==> config.mk <==
export PLATFORM = sky130hd
export DESIGN_NAME = phash_tree
export DESIGN_NICKNAME = d
export VERILOG_FILES = /design/src/rtl/phash_pkg.sv /design/src/rtl/phash_split_bank.sv /design/src/rtl/phash_merge_stage.sv /design/src/rtl/phash_tree.sv
export SDC_FILE = /design/constraint.sdc
export NUM_CORES = 1
export LEC_CHECK = 0
export ABC_AREA = 0
export CAP_MARGIN = 20
export CELL_PAD_IN_SITES_DETAIL_PLACEMENT = 0
export CELL_PAD_IN_SITES_GLOBAL_PLACEMENT = 2
export CORE_MARGIN = 4
export CORE_UTILIZATION = 18
export CTS_CLUSTER_DIAMETER = 100
export CTS_CLUSTER_SIZE = 28
export DETAILED_ROUTE_END_ITERATION = 8
export HOLD_SLACK_MARGIN = 0.12
export PLACE_DENSITY = 0.8
export SKIP_CTS_REPAIR_TIMING = 1
export SLEW_MARGIN = 10
export SYNTH_ARGS = -nofsm -noshare
export SYNTH_HDL_FRONTEND = slang
export SYNTH_SLANG_ARGS = --single-unit
==> constraint.sdc <==
create_clock -name clk -period 1.9 [get_ports clk]
set_input_delay 0.38 -clock clk [delete_from_list [all_inputs] [get_ports clk]]
set_output_delay 0.38 -clock clk [all_outputs]
set_load 0.005 [all_outputs]
==> src/rtl/phash_pkg.sv <==
// Shared sizing helpers for the perfect hash tree.
// Assumes N_KEYS >= 1; the tree is always full, so unused codes may exist.
package phash_pkg;

    // Width of one bit-position field in the selector parameters.
    localparam int SEL_FW = 8;

    // Identifier width: ceil(log2(n)), at least one bit.
    function automatic int id_width(input int n_keys);
        return (n_keys <= 2) ? 1 : $clog2(n_keys);
    endfunction

    // Number of split nodes in a full tree of id_width levels.
    function automatic int node_count(input int n_keys);
        return (1 << id_width(n_keys)) - 1;
    endfunction

endpackage

==> src/rtl/phash_split_bank.sv <==
// Computes the split bit of every tree node from the window and registers it.
// Each node reads one bit, or the XOR of two bits, at constant positions.
// Assumes every configured position is below WIN_W. Data registers carry no
// reset; qualification is done by the valid pipeline in the top.
module phash_split_bank
    import phash_pkg::*;
#(
    parameter int WIN_W = 32,
    parameter int NODES = 7,
    parameter logic [NODES*SEL_FW-1:0] SEL_A = '0,
    parameter logic [NODES*SEL_FW-1:0] SEL_B = '0,
    parameter logic [NODES-1:0] XOR_EN = '0
)(
    input  logic             clk,
    input  logic [WIN_W-1:0] in_win,
    output logic [NODES-1:0] split_q
);

    logic [NODES-1:0] split_d;
    logic             unused_win;

    // One separating function per node, chosen at elaboration.
    for (genvar n = 0; n < NODES; n++) begin : g_node
        localparam int IA = int'(SEL_A[n*SEL_FW +: SEL_FW]);
        localparam int IB = int'(SEL_B[n*SEL_FW +: SEL_FW]);
        if (XOR_EN[n]) begin : g_xor
            assign split_d[n] = in_win[IA] ^ in_win[IB];
        end else begin : g_one
            assign split_d[n] = in_win[IA];
        end
    end

    // Window bits that no node reads are folded here on purpose.
    assign unused_win = ^in_win;

    // Stage 1: capture all split bits together.
    always_ff @(posedge clk) begin
        split_q <= split_d;
    end

endmodule

==> src/rtl/phash_merge_stage.sv <==
// One pipeline stage of the hash tree: merges tree level LEVEL.
// Each parent at this level takes its own split bit as the new top bit and
// appends the hash of the child that bit selects (bit 0 -> first child).
// Hashes are right-aligned in ID_W-bit slots; slots past the level are zero.
// Split bits of all levels travel along so upper levels stay aligned.
module phash_merge_stage #(
    parameter int ID_W  = 3,
    parameter int LEVEL = 0
)(
    input  logic                 clk,
    input  logic [(1<<ID_W)-2:0] sp_in,
    input  logic [ID_W-1:0]      hh_in  [1<<(ID_W-1)],
    output logic [(1<<ID_W)-2:0] sp_out,
    output logic [ID_W-1:0]      hh_out [1<<(ID_W-1)]
);

    localparam int LEAVES = 1 << (ID_W - 1);
    localparam int NPAR   = 1 << LEVEL;
    localparam int PBASE  = NPAR - 1;
    localparam int CW     = ID_W - 1 - LEVEL;

    logic [ID_W-1:0]   merged [LEAVES];
    logic [LEAVES-1:0] unused_fold;

    // Parent j combines children 2j and 2j+1 of the level below.
    for (genvar j = 0; j < LEAVES; j++) begin : g_par
        if (j < NPAR) begin : g_live
            logic [ID_W-1:0] ch;
            assign ch          = sp_in[PBASE+j] ? hh_in[2*j+1] : hh_in[2*j];
            assign merged[j]   = ID_W'({sp_in[PBASE+j], ch[CW-1:0]});
            assign unused_fold[j] = ^ch;
        end else begin : g_idle
            assign merged[j]   = '0;
            assign unused_fold[j] = (j >= 2*NPAR) ? ^hh_in[j] : 1'b0;
        end
    end

    // Register the merged level and the carried split bits.
    always_ff @(posedge clk) begin
        sp_out <= sp_in;
        hh_out <= merged;
    end

endmodule

==> src/rtl/phash_tree.sv <==
// Pipelined perfect hash tree: window in, path-of-split-bits identifier out.
// Latency is ID_W cycles: one split stage plus one merge per non-leaf level.
// Assumes all configured bit positions lie inside the window. Only the valid
// pipeline is reset (synchronous, active low); data follows unreset.
module phash_tree
    import phash_pkg::*;
#(
    parameter int N_KEYS = 8,
    parameter int WIN_W  = 32,
    parameter logic [node_count(N_KEYS)*SEL_FW-1:0] SEL_A =
        {8'd30, 8'd25, 8'd11, 8'd8, 8'd20, 8'd5, 8'd3},
    parameter logic [node_count(N_KEYS)*SEL_FW-1:0] SEL_B =
        {8'd0, 8'd0, 8'd12, 8'd0, 8'd21, 8'd0, 8'd17},
    parameter logic [node_count(N_KEYS)-1:0] XOR_EN = 7'b0010101
)(
    input  logic                        clk,
    input  logic                        rst_n,
    input  logic                        in_valid,
    input  logic [WIN_W-1:0]            in_win,
    output logic                        out_valid,
    output logic [id_width(N_KEYS)-1:0] out_id
);

    localparam int ID_W      = id_width(N_KEYS);
    localparam int NODES     = node_count(N_KEYS);
    localparam int LEAVES    = 1 << (ID_W - 1);
    localparam int LEAF_BASE = LEAVES - 1;

    logic [NODES-1:0]  sp_st [ID_W];
    logic [ID_W-1:0]   hh_st [ID_W][LEAVES];
    logic [ID_W-1:0]   v_st;
    logic [LEAVES-1:0] unused_last;
    logic              unused_sp;

    phash_split_bank #(
        .WIN_W (WIN_W),
        .NODES (NODES),
        .SEL_A (SEL_A),
        .SEL_B (SEL_B),
        .XOR_EN(XOR_EN)
    ) u_split (
        .clk    (clk),
        .in_win (in_win),
        .split_q(sp_st[0])
    );

    // Leaf hashes are the leaf split bits themselves.
    for (genvar j = 0; j < LEAVES; j++) begin : g_leaf
        assign hh_st[0][j] = ID_W'(sp_st[0][LEAF_BASE+j]);
    end

    // Merge levels bottom-up, one registered stage per level.
    for (genvar k = 1; k < ID_W; k++) begin : g_stage
        phash_merge_stage #(
            .ID_W (ID_W),
            .LEVEL(ID_W - 1 - k)
        ) u_merge (
            .clk   (clk),
            .sp_in (sp_st[k-1]),
            .hh_in (hh_st[k-1]),
            .sp_out(sp_st[k]),
            .hh_out(hh_st[k])
        );
    end

    // Valid strobe travels with the data through every stage.
    always_ff @(posedge clk) begin
        if (!rst_n) begin
            v_st <= '0;
        end else begin
            v_st[0] <= in_valid;
            for (int i = 1; i < ID_W; i++) begin
                v_st[i] <= v_st[i-1];
            end
        end
    end

    assign out_valid = v_st[ID_W-1];
    assign out_id    = hh_st[ID_W-1][0];

    // Last-stage leftovers with no consumer.
    for (genvar j = 0; j < LEAVES; j++) begin : g_tail
        if (j == 0) begin : g_root
            assign unused_last[j] = 1'b0;
        end else begin : g_rest
            assign unused_last[j] = ^hh_st[ID_W-1][j];
        end
    end
    assign unused_sp = ^sp_st[ID_W-1];

endmodule

==> results by group <==
STA
  – Final WS setup: between 0.4 and 0.5 ns
  – Post-layout minimum cycle time: 1.47 ns
  – Max frequency: between 600 and 700 MHz
  – Slew Viols, Final: 0
  – TNS Setup: 0 ns
  – Period utilisation layout: 0.771
  – Worst Tran Pin Value: about 0.15 ns
  – Final hold vios: 0
  – Setup violators final: 0
  – Setup repair after global routing missed its margin: false
  – Slew margin rel.: 0.900
  – Layout Skew: 0.00398 ns

Critical path
  – Kind of end point of the critical path: output port
  – Crit Path Class: flip-flop to output port
  – Worst path slowest cell: clkdlybuf4s50_1
  – Worst Path Buf+Inv: 1
  – Req. time, crit path: between 1.5 and 2 ns
  – Worst Path Max Fanout: 1
  – CP peak stage delay: 0.49 ns
  – Startpoint Class: flip-flop
  – CP arrival: approximately 1.1 ns
  – Delay-heaviest family, CP: buffers and inverters
  – Crit path cell chain: clkdlybuf4s50_1

Detailed routing
  – Vias/cell: between 3 and 4
  – DR WL/cell: 6.58 um
  – Router iterations before antenna repair: 2
  – DR iter-0 viols: 2
  – Antenna-violating nets left: 0
  – DRT Wirelength: approximately 510 um
  – Via Count: about 250
  – # DRC: 0

Place
  – Setup slack at placement: ~0.74 ns
  – RePlAce Congestion: around 0.56
  – IO Port Bufs: 16

GRT
  – First-pass GRT wire length: roughly 790 um
  – Gr ovfl total: 0
  – Vias in the first global route: 225
  – Pin count of the biggest net entering global routing: 11
  – GRT Util Overall: 0.0335
  – Initial antenna violation count: 0

Power and ir drop
  – Switch Pwr: ~120 uW
  – Int Pwr: around 580 uW
  – Leakage: just under 0.0003 uW
  – Clock power frac: 0.310
  – Power Dens Cells: between 1000 and 1500 nW/um^2
  – IR drop worst, VDD: ~0.56 mV
  – Part of the power in registers: 0.595
  – Comb power frac: 0.095
  – Sw Ratio: 0.176

Floorplanning
  – DIE HEIGHT: ~60 um
  – Die Wd: 58.9 um
  – Row cnt: 18
  – Initial core utilization: 0.188
  – CORE AREA: ~2500 um^2
  – Full die area: about 3500 um^2
  – IO Count: 39

Synth
  – Mapped Cells: 28
  – Syn Area/Cell: about 17 um^2
  – Area contributors post-synth: dfxtp_1, mux2_4, xor2_1
  – Synth top cells by count: dfxtp_1, mux2_4, and2_1, xor2_1
  – Cell taking the most area after synthesis: dfxtp_1
  – Top cell type's share of synthesized area: 0.774
  – FFs w/ async S/R, synth: 0
  – Post-synthesis sequential area ratio: 0.774
  – Synth Warn #: 0
  – Synth Register Bits: 18
  – Netlist cell types: 4
  – Most common cell in the synthesized netlist: dfxtp_1
  – Synth Net Count: 63
  – Primary FF master, synth: dfxtp_1
  – Post-synth EDFFs: 0
  – Synth Cell Area: 465 um^2

Cells and area
  – Antenna diodes: 0
  – Filler cells: 272
  – Nets: between 80 and 90
  – Synth-to-Final Area Change: 50.3%
  – Share of cells above drive strength 1: 0.167

Clock network
  – Total CTS buffers: 3
  – H-tree depth: 1
  – Max clock buf depth: 2
  – Clock tree root driver cell: clkbuf_4
  – Worst-Skew Late Latency: 0.28 ns
  – CTS tree: done
  – Clock sink count: 18
  – Clock transition at path regs: roughly 0.090 ns

Min path
  – Hold WC Path Type: flip-flop to flip-flop

Outcome
  – Status: finished clean

Run
  – Maxcap violations: 0
-- sequential cells by signal, summed over array words and instances, names as in the netlist --
register / flops
g_stage.u_merge.hh_out: 7
g_stage.u_merge.sp_out: 1
u_split.split_q: 7
v_st: 3
-- power by group through the flow --
stage | Sequential [uW] | Clock (uW) | Combinational [uW]
finish | 420 | 219 | 66.8
global route | 424 | 245 | 70.7
CTS | 421 | 230 | 68.2
detailed placement | 430 | 0 | 68.1
global placement | 429 | 0 | 67.1
floorplan | 429 | 0 | 22.2
-- final timing paths --
| path | depth (start not counted) | from | end | slack, ns |
|---|---|---|---|---|
| max | 1 | g_stage[2].u_merge.hh_out[10] | out_id[1] | 0.43 |
| min | 0 | u_split.split_q[0] | g_stage[1].u_merge.sp_out[0] | 0.33 |
| max reg2reg | 1 | g_stage[1].u_merge.sp_out[0] | g_stage[2].u_merge.hh_out[10] | 1.09 |
| min reg2reg | 0 | u_split.split_q[0] | g_stage[1].u_merge.sp_out[0] | 0.33 |
-- per-stage QoR --
| stage | instance area (um^2) | utilization | std cells | power (uW) | hold WS (ns) |
|---|---|---|---|---|---|
| after floorplan | 465 | - | 28 | 451 | 0.310 |
| after global placement | 663 | 0.268 | 74 | 496 | 0.313 |
| after detailed placement | 663 | 0.268 | 74 | 498 | 0.314 |
| after CTS | 699 | 0.282 | 78 | 719 | 0.330 |
| after global routing | 699 | 0.282 | 78 | 739 | 0.344 |
| final | 699 | 0.282 | 78 | 705 | 0.328 |
-- placed cells by master, fill, tap and decap left out --
| cell type | instances |
|---|---|
| clkbuf_8 | 1 |
| clkdlybuf4s50_1 | 16 |
| mux2_4 | 4 |
| dfxtp_1 | 18 |
| and2_1 | 3 |
| clkbuf_4 | 3 |
| xor2_1 | 3 |
-- layer usage --
metal	up-vias	global-route usage	part of all wire
li1	130	-	-
met1	107	0.0228	0.34
met2	15	0.0568	0.47
met3	0	0.0395	0.19
met4	0	0.00971	0
met5	-	0	0
-- final cells by class --
class	count	area, um^2	area share
timing repair buffer	16	160	0.229
sequential	18	360	0.515
clock buffer	4	36.3	0.0519
tap	30	37.5	0.0537
multi-input combinational	10	105	0.150
-- cells by family after synthesis --
family,synth area share
flops,0.774
mux,0.129
simple gates,0.0403
xor+xnor,0.0565
No activity file was read; power rests on OpenSTA's default activity.
